File: config.mk
export PLATFORM = sky130hd
export DESIGN_NAME = tx_codegroup_framer
export DESIGN_NICKNAME = d
export VERILOG_FILES = /design/src/rtl/cg_pkg.sv /design/src/rtl/cg_data_map.sv /design/src/rtl/cg_frame_seq.sv /design/src/rtl/cg_pipe_reg.sv /design/src/rtl/tx_codegroup_framer.sv
export SDC_FILE = /design/constraint.sdc
export NUM_CORES = 1
export LEC_CHECK = 0
export ABC_CLOCK_PERIOD_IN_PS = 2450
export BUFFER_PORTS_ARGS = -buffer_cell sky130_fd_sc_hd__buf_2
export CELL_PAD_IN_SITES_DETAIL_PLACEMENT = 0
export CELL_PAD_IN_SITES_GLOBAL_PLACEMENT = 1
export CORE_AREA = 5 5 42 44
export CTS_CLUSTER_SIZE = 40
export DETAILED_ROUTE_END_ITERATION = 8
export DIE_AREA = 0 0 47 49
export HOLD_SLACK_MARGIN = 0.05
export PLACE_DENSITY_LB_ADDON = 0.1
export SETUP_SLACK_MARGIN = 0.15
export SYNTH_ARGS = -nofsm -noshare
export SYNTH_HDL_FRONTEND = slang
export SYNTH_HIERARCHICAL = 1
export SYNTH_SLANG_ARGS = --single-unit
File: constraint.sdc
create_clock -name clk -period 2.45 [get_ports clk]
set_input_delay 0.1225 -clock clk [delete_from_list [all_inputs] [get_ports clk]]
set_output_delay 0.1225 -clock clk [all_outputs]
set_load 0.005 [all_outputs]
File: src/rtl/cg_pkg.sv
`timescale 1ns/1ps
package cg_pkg;

    localparam int NIB_W = 4;
    localparam int CG_W  = 5;
    localparam int NIB_VALUES = 1 << NIB_W;

    typedef logic [NIB_W-1:0] nib_t;
    typedef logic [CG_W-1:0]  cg_t;

    // control code groups, bit 4 first on the line
    localparam cg_t CG_IDLE = 5'b11111;
    localparam cg_t CG_SSD1 = 5'b11000;
    localparam cg_t CG_SSD2 = 5'b10001;
    localparam cg_t CG_END1 = 5'b01101;
    localparam cg_t CG_END2 = 5'b00111;
    localparam cg_t CG_HALT = 5'b00100;

    typedef enum logic [2:0] {
        ST_IDLE,
        ST_SSD2,
        ST_BODY,
        ST_END1,
        ST_END2
    } fr_state_e;

    typedef struct packed {
        logic en;
        logic er;
        nib_t d;
    } mii_tx_s;

    function automatic cg_t nib_to_cg(input nib_t n);
        cg_t c;
        case (n)
            4'h0: c = 5'b11110;
            4'h1: c = 5'b01001;
            4'h2: c = 5'b10100;
            4'h3: c = 5'b10101;
            4'h4: c = 5'b01010;
            4'h5: c = 5'b01011;
            4'h6: c = 5'b01110;
            4'h7: c = 5'b01111;
            4'h8: c = 5'b10010;
            4'h9: c = 5'b10011;
            4'hA: c = 5'b10110;
            4'hB: c = 5'b10111;
            4'hC: c = 5'b11010;
            4'hD: c = 5'b11011;
            4'hE: c = 5'b11100;
            default: c = 5'b11101;
        endcase
        return c;
    endfunction

endpackage

File: src/rtl/cg_data_map.sv
`timescale 1ns/1ps
module cg_data_map
    import cg_pkg::*;
(
    input  nib_t nib,
    output cg_t  code
);
    // pure table translation of a body nibble
    assign code = nib_to_cg(nib);
endmodule

File: src/rtl/cg_frame_seq.sv
`timescale 1ns/1ps
module cg_frame_seq
    import cg_pkg::*;
(
    input  logic    clk,
    input  logic    rst,
    input  mii_tx_s tx,
    input  cg_t     data_cg,
    output cg_t     cg_nxt
);
    fr_state_e state_q, state_d;

    always_comb begin
        state_d = state_q;
        cg_nxt  = CG_IDLE;
        case (state_q)
            ST_IDLE: begin
                if (tx.en) begin
                    cg_nxt  = CG_SSD1;
                    state_d = ST_SSD2;
                end
            end
            ST_SSD2: begin
                // second delimiter always completes; a dropped enable
                // goes straight to the closing pair
                cg_nxt  = CG_SSD2;
                state_d = tx.en ? ST_BODY : ST_END1;
            end
            ST_BODY: begin
                if (tx.en) begin
                    cg_nxt = tx.er ? CG_HALT : data_cg;
                end else begin
                    cg_nxt  = CG_END1;
                    state_d = ST_END2;
                end
            end
            ST_END1: begin
                cg_nxt  = CG_END1;
                state_d = ST_END2;
            end
            ST_END2: begin
                cg_nxt  = CG_END2;
                state_d = ST_IDLE;
            end
            default: begin
                cg_nxt  = CG_IDLE;
                state_d = ST_IDLE;
            end
        endcase
    end

    always_ff @(posedge clk) begin
        if (rst) state_q <= ST_IDLE;
        else     state_q <= state_d;
    end
endmodule

File: src/rtl/cg_pipe_reg.sv
`timescale 1ns/1ps
module cg_pipe_reg #(
    parameter int           W       = 5,
    parameter logic [W-1:0] RST_VAL = '1
) (
    input  logic         clk,
    input  logic         rst,
    input  logic [W-1:0] d,
    output logic [W-1:0] q
);
    always_ff @(posedge clk) begin
        if (rst) q <= RST_VAL;
        else     q <= d;
    end
endmodule

File: src/rtl/tx_codegroup_framer.sv
`timescale 1ns/1ps
module tx_codegroup_framer
    import cg_pkg::*;
(
    input  logic             clk,
    input  logic             rst,
    input  logic             tx_en,
    input  logic             tx_er,
    input  logic [NIB_W-1:0] txd,
    output logic [CG_W-1:0]  code_out
);
    mii_tx_s tx_in;
    cg_t     data_cg;
    cg_t     cg_nxt;

    assign tx_in = '{en: tx_en, er: tx_er, d: txd};

    cg_data_map map_i (
        .nib  (tx_in.d),
        .code (data_cg)
    );

    cg_frame_seq seq_i (
        .clk     (clk),
        .rst     (rst),
        .tx      (tx_in),
        .data_cg (data_cg),
        .cg_nxt  (cg_nxt)
    );

    cg_pipe_reg #(.W(CG_W), .RST_VAL(CG_IDLE)) out_i (
        .clk (clk),
        .rst (rst),
        .d   (cg_nxt),
        .q   (code_out)
    );
endmodule

==> metrics.cfg, run 1 <==
[critical_path]
endpoint_kind=flip-flop
cp_num_buf_inv=0
crit_chain=nand2_2, a2111oi_4, nor3_1, or2_1
crit_slowest_cell=dfxtp_1
timing.rr.end=out_i/q[3]$_SDFF_PP1_
r2r_start=seq_i/state_q[1]$_SDFFE_PP0P_
critPathTopFamily=flip-flops
critPathKind=reg2reg
worstPathRequired_ns=2.58
start_kind=flip-flop
crit_fanout=10
reg2reg_slack_ns=1.07
cp.arrival_ns=1.52
reg2regPathDepth=4
cpPeakStageDelay_ns=0.50

[yosys]
ys_seq_elements=8
synth_area_um2=449
syn_nets=54
synthCells=46
synth_compound_area_share_pct=18.9
ys_warn_count=6
ys_seq_area_share_pct=35.7
synth_xor_xnor_area_share_pct=3.90
synth.avg_cell_area_um2=9.76
synth-simple-area-share_pct=32.3
ys_types=24
synth.area.mux_share_pct=2.51
synth_top_family_by_area=simple AND/OR/NAND/NOR gates
synthAdderAreaFrac_pct=0

[place]
dpl.hpwl_um=696
dp_cells=71
portBuffers=12
place.gp.congestion=0.801

[routing]
route.detailed.wl_per_inst_um=11.6
vias=354
dr.pass1.iters=2
drt.antenna.violating_nets=0
drcViolationCount=0
wirelength_um=857
viasPerCell=4.78
first_iter_violations=3

[sta]
slew_violations=0
setup-tns-final_ns=0
setup_viol=0
period_share_pct=56.5
max_slew_margin_pct=69.4
grt_setup_unrepaired=false
worstMarginPinSlew_ns=0.458
min_period_ns=1.38
skew_ns=0.00504
finalHoldViolations=0
fmax_ghz=0.722

[pwr]
comb_power_share_pct=20.4
p_leak_nw=0.196
ir_worst_vdd_mv=0.225
switchingPower_w=0.0000862
swShare_pct=26.8
p_seq_share_pct=49.6
intPower_w=0.000235
power.density_mw_per_mm2=608
pwr-share-clk_pct=30.1

[die]
start_util_pct=32.1
die_area_mm2=0.00230
die_w_um=47
pin_count=13
die_h_um=49
core_area_mm2=0.00140
num_rows=14

[worst_hold_path]
hold_depth=2
hold-path-endpoint=seq_i/state_q[1]$_SDFFE_PP0P_
hold_start=rst
hold_path.class=in2reg

[clock_network]
htreeDepth=1
cts-resized-gates=0
clockBufferDepth=2
cts_setup_buffers=0
cts_tree=built
cts_sinks=8
cts_buffers=3
cts_hold_buf=0
cts.clk_slew.worst_paths_ns=0.05
root_buffer=clkbuf_4
clock_latency_ns=0.25

[finish]
num_antenna_cells=0
drive_above_1_share_pct=37.9
area_delta_synth_final_pct=17.8
stdcell_count=74
final_util_pct=37.8
finalNetCount=68

[outcome]
outcome=complete, no violations

[global_routing]
grt-ovfl-total=0
grt_pass1_wl_mm=1.45
antenna_found_initial=0
grt_max_degree=11
grt_usage_pct=8.88
grt_pass1_vias=348

[run]
max_cap_viol_count=0

==> cells in the mapped netlist, drive strengths merged <==
cell	instances	area, um^2
dfxtp	8	160
or2	6	37.5
nor3	4	30.0
buf	3	22.5
nand3	3	15.0
nor2b	3	26.3
inv	2	7.51
nand2	2	10.0
o21bai	2	15.0
xnor2	2	17.5
a2111oi	1	27.5
a22oi	1	12.5
a31oi	1	6.26
mux2	1	11.3
nor2	1	3.75
nor3b	1	7.51
nor4	1	6.26
nor4b	1	8.76
o211ai	1	7.51
o311ai	1	8.76
o31ai	1	7.51
==> layout by cell type (no fill, tap or decap) <==
cell,n
xnor2_1,2
a2111oi_4,1
nand2_1,1
dfxtp_1,8
nor4_1,1
buf_2,12
nor3_1,2
o31ai_1,1
nor3_2,2
nor2b_1,2
or2_1,6
o311ai_0,1
nor3b_1,1
mux2_2,1
a22oi_2,1
clkbuf_4,3
nand2_2,1
nor4b_1,1
o211ai_1,1
inv_1,2
o21bai_1,2
nor2_1,1
nand3_1,3
a31oi_1,1
nor2b_4,1
==> flip-flops by register name (all words and copies together) (netlist names) <==
register       flops
out_i/q            5
seq_i/state_q      3
==> logic make-up after synthesis <==
family,count (synthesis)
compound gates,8
xor+xnor,2
buf+inv,5
flops,8
mux,1
simple gates,22
==> stage by stage <==
stage / hold WS [ns] / power [W] / area [um^2] / setup slack [ns]
global route: 0.138 / 0.000347 / 529 / 1.00
floorplan: 0.193 / 0.000208 / 449 / 1.27
CTS: 0.115 / 0.000331 / 529 / 1.08
global placement: 0.382 / 0.000227 / 507 / 1.15
detailed placement: 0.387 / 0.000228 / 507 / 1.10
finish: 0.128 / 0.000322 / 529 / 1.07
==> metal layers <==
metal	wire length [um]	track usage, %
met3	62	2.58
met5	0	0
met4	0	6.91
met2	387	11.5
met1	407	11.7
==> power by group through the flow <==
stage               Sequential [W]  Combinational (W)  Clock (W)
floorplan                 0.000151          0.0000564          0
global placement          0.000161          0.0000663          0
detailed placement        0.000162          0.0000664          0
CTS                       0.000159          0.0000665   0.000105
global route              0.000161          0.0000731   0.000112
finish                    0.000159          0.0000656  0.0000966
==> how the worst max path moves through the flow <==
stage	from	slack (ns)	to	depth (start not counted)
2_1_floorplan	seq_i/state_q[1]$_SDFFE_PP0P_	1.27	out_i/q[3]$_SDFF_PP1_	5
3_3_place_gp	seq_i/state_q[1]$_SDFFE_PP0P_	1.15	out_i/q[3]$_SDFF_PP1_	4
3_5_place_dp	seq_i/state_q[1]$_SDFFE_PP0P_	1.10	out_i/q[3]$_SDFF_PP1_	4
4_1_cts	seq_i/state_q[1]$_SDFFE_PP0P_	1.08	out_i/q[3]$_SDFF_PP1_	4
5_1_grt	seq_i/state_q[1]$_SDFFE_PP0P_	1.00	out_i/q[3]$_SDFF_PP1_	4
6_report	seq_i/state_q[1]$_SDFFE_PP0P_	1.07	out_i/q[3]$_SDFF_PP1_	4
==> cell type report <==
class | instances | area, um^2
clock buffer | 3 | 22.5
fill | 153 | 872
inverter | 2 | 7.51
multi-input combinational | 33 | 259
sequential | 8 | 160
tap | 16 | 20.0
timing repair buffer | 12 | 60.1
No activity file was read; power rests on OpenSTA's default activity.
==> run 2, diff against run 1 <==
--- a/config.mk
+++ b/config.mk
@@ -5,7 +5,7 @@
 export SDC_FILE = /design/constraint.sdc
 export NUM_CORES = 1
 export LEC_CHECK = 0
-export ABC_CLOCK_PERIOD_IN_PS = 2450
+export ABC_CLOCK_PERIOD_IN_PS = 1280
 export BUFFER_PORTS_ARGS = -buffer_cell sky130_fd_sc_hd__buf_2
 export CELL_PAD_IN_SITES_DETAIL_PLACEMENT = 0
 export CELL_PAD_IN_SITES_GLOBAL_PLACEMENT = 1
==> constraint.sdc (replaced) <==
create_clock -name clk -period 1.28 [get_ports clk]
set_input_delay 0.064 -clock clk [delete_from_list [all_inputs] [get_ports clk]]
set_output_delay 0.064 -clock clk [all_outputs]
set_load 0.005 [all_outputs]
==> run 2 against run 1 <==
  * Worst hold slack better by 0.043 ns
  * Count of clock-buffer cells in the layout stayed put
  * Sequential power grew 92%
  * Total power up 94%
  * Register-to-register slack worse by 0.88 ns
  * Die area stayed put
==> metrics.cfg, run 2 (same netlist as run 1, synthesis figures left out) <==
[outcome]
outcome=complete, no violations

[sta]
setup-tns-final_ns=0
grt_setup_unrepaired=true
finalHoldViolations=0
setup_viol=0
min_period_ns=1.10
worstMarginPinSlew_ns=0.248
skew_ns=0.000564
period_share_pct=85.7
max_slew_margin_pct=83.3
fmax_ghz=0.911
slew_violations=0

[finish]
final_cell_mix=buf_2, or2_1, dfxtp_1
drive_above_1_share_pct=43.3
layout_commonest_cell=buf_2
finalNetCount=70
reg_top3=out_i/q x5, seq_i/state_q x3
area_delta_synth_final_pct=24.8
num_antenna_cells=0
largest_register_ffs=5
regMostFlops=out_i/q

[critical_path]
worst-path-stages=3
critPathKind=reg2reg
crit_chain=a2111oi_4, nor3_1, or2_1
cp.arrival_ns=1.23
crit_fanout=8
start_kind=flip-flop
critPathTopFamily=flip-flops
reg2regPathDepth=3
cp_num_buf_inv=0
crit_slowest_cell=dfxtp_4
cpPeakStageDelay_ns=0.38
endpoint_kind=flip-flop
worstPathRequired_ns=1.41

[routing]
vias=365
first_iter_violations=4
viasPerCell=4.80
dr.pass1.iters=3
drt.antenna.violating_nets=0
wirelength_um=809
drcViolationCount=0
route.detailed.wl_per_inst_um=10.6

[clock_network]
cts.clk_slew.worst_paths_ns=0.05
cts_tree=built
cts_sinks=8
clockBufferDepth=2
clock_latency_ns=0.24
cts_buffers=3
root_buffer=clkbuf_4
htreeDepth=1

[die]
pin_count=13
die_h_um=49
num_rows=14
start_util_pct=32.1
core_area_mm2=0.00140
die_area_mm2=0.00230
die_w_um=47

[pwr]
ir_worst_vdd_mv=0.307
p_leak_nw=0.216
power.density_mw_per_mm2=1110
p_total_w=0.000625

[global_routing]
grt_usage_pct=8.25
grt_max_degree=11
grt_pass1_vias=348
antenna_found_initial=0
grt-ovfl-total=0
grt_pass1_wl_mm=1.39

[worst_hold_path]
hold_depth=4
hold_path.class=in2reg

[run]
max_cap_viol_count=0

[place]
portBuffers=12
dpl.hpwl_um=669
place.gp.congestion=0.745

-- run 2: changes by cell type in the layout (fill, tap and decap cells not counted), sizes merged --
| cell | before | now |
|---|---|---|
| buf | 12 | 13 |
| dlygate4sd3 | 0 | 1 |
-- run 2: cell type report --
| class | instances | area, um^2 |
|---|---|---|
| fillers | 153 | 841 |
| multi-input cells | 33 | 264 |
| flip-flops and latches | 8 | 169 |
| repair buffers | 14 | 77.6 |
| clock buffers | 3 | 22.5 |
| well taps | 16 | 20.0 |
| inverters | 2 | 7.51 |
-- run 2: worst paths after layout --
path / start / to / slack (ns)
max: seq_i/state_q[0]$_SDFFE_PP0P_ / out_i/q[3]$_SDFF_PP1_ / 0.18
min: txd[0] / out_i/q[0]$_SDFF_PP1_ / 0.17
max reg2reg: seq_i/state_q[0]$_SDFFE_PP0P_ / out_i/q[3]$_SDFF_PP1_ / 0.18
min reg2reg: seq_i/state_q[2]$_SDFFE_PP0P_ / seq_i/state_q[1]$_SDFFE_PP0P_ / 0.50
-- run 2: power breakdown --
group	total [W]	internal, W	switching, W
Combinational	0.000137	0.0000776	0.0000593
Sequential	0.000306	0.000277	0.0000289
Clock	0.000182	0.000107	0.0000755
-- run 2: what timing repair did --
action                     4_1_cts  5_1_grt
hold buffers                     1        0
gates resized for setup          2        2
buffers inserted                 0        1
setup endpoints to repair        5        4
hold endpoints to repair         1        0
-- run 2: worst reg2reg max path: cells and delay by family, from the launching register on --
family,cells,cell delay (ns)
and+or+nand+nor,2,0.28
DFF,1,0.38
AOI/OAI and AO/OA,1,0.32
-- run 2: routing by layer --
metal | GRT usage (%) | vias to the layer above | share of wire [%]
li1 | - | 192 | -
met2 | 11.5 | 11 | 47
met4 | 6.91 | 0 | 0.49
met3 | 1.11 | 2 | 9.3
met5 | 0 | - | 0
met1 | 10.6 | 160 | 43
-- run 2: through the flow --
| step | worst slack, ns | hold slack (ns) | cell area (um^2) | cells | util [%] |
|---|---|---|---|---|---|
| floorplan | 0.164 | 0.127 | 459 | 46 | - |
| global placement | 0.0875 | 0.318 | 513 | 71 | 36.6 |
| detailed placement | 0.0752 | 0.316 | 513 | 71 | 36.6 |
| CTS | 0.157 | 0.164 | 548 | 75 | 39.1 |
| global route | 0.137 | 0.200 | 561 | 76 | 40.0 |
| finish | 0.183 | 0.171 | 561 | 76 | 40.0 |
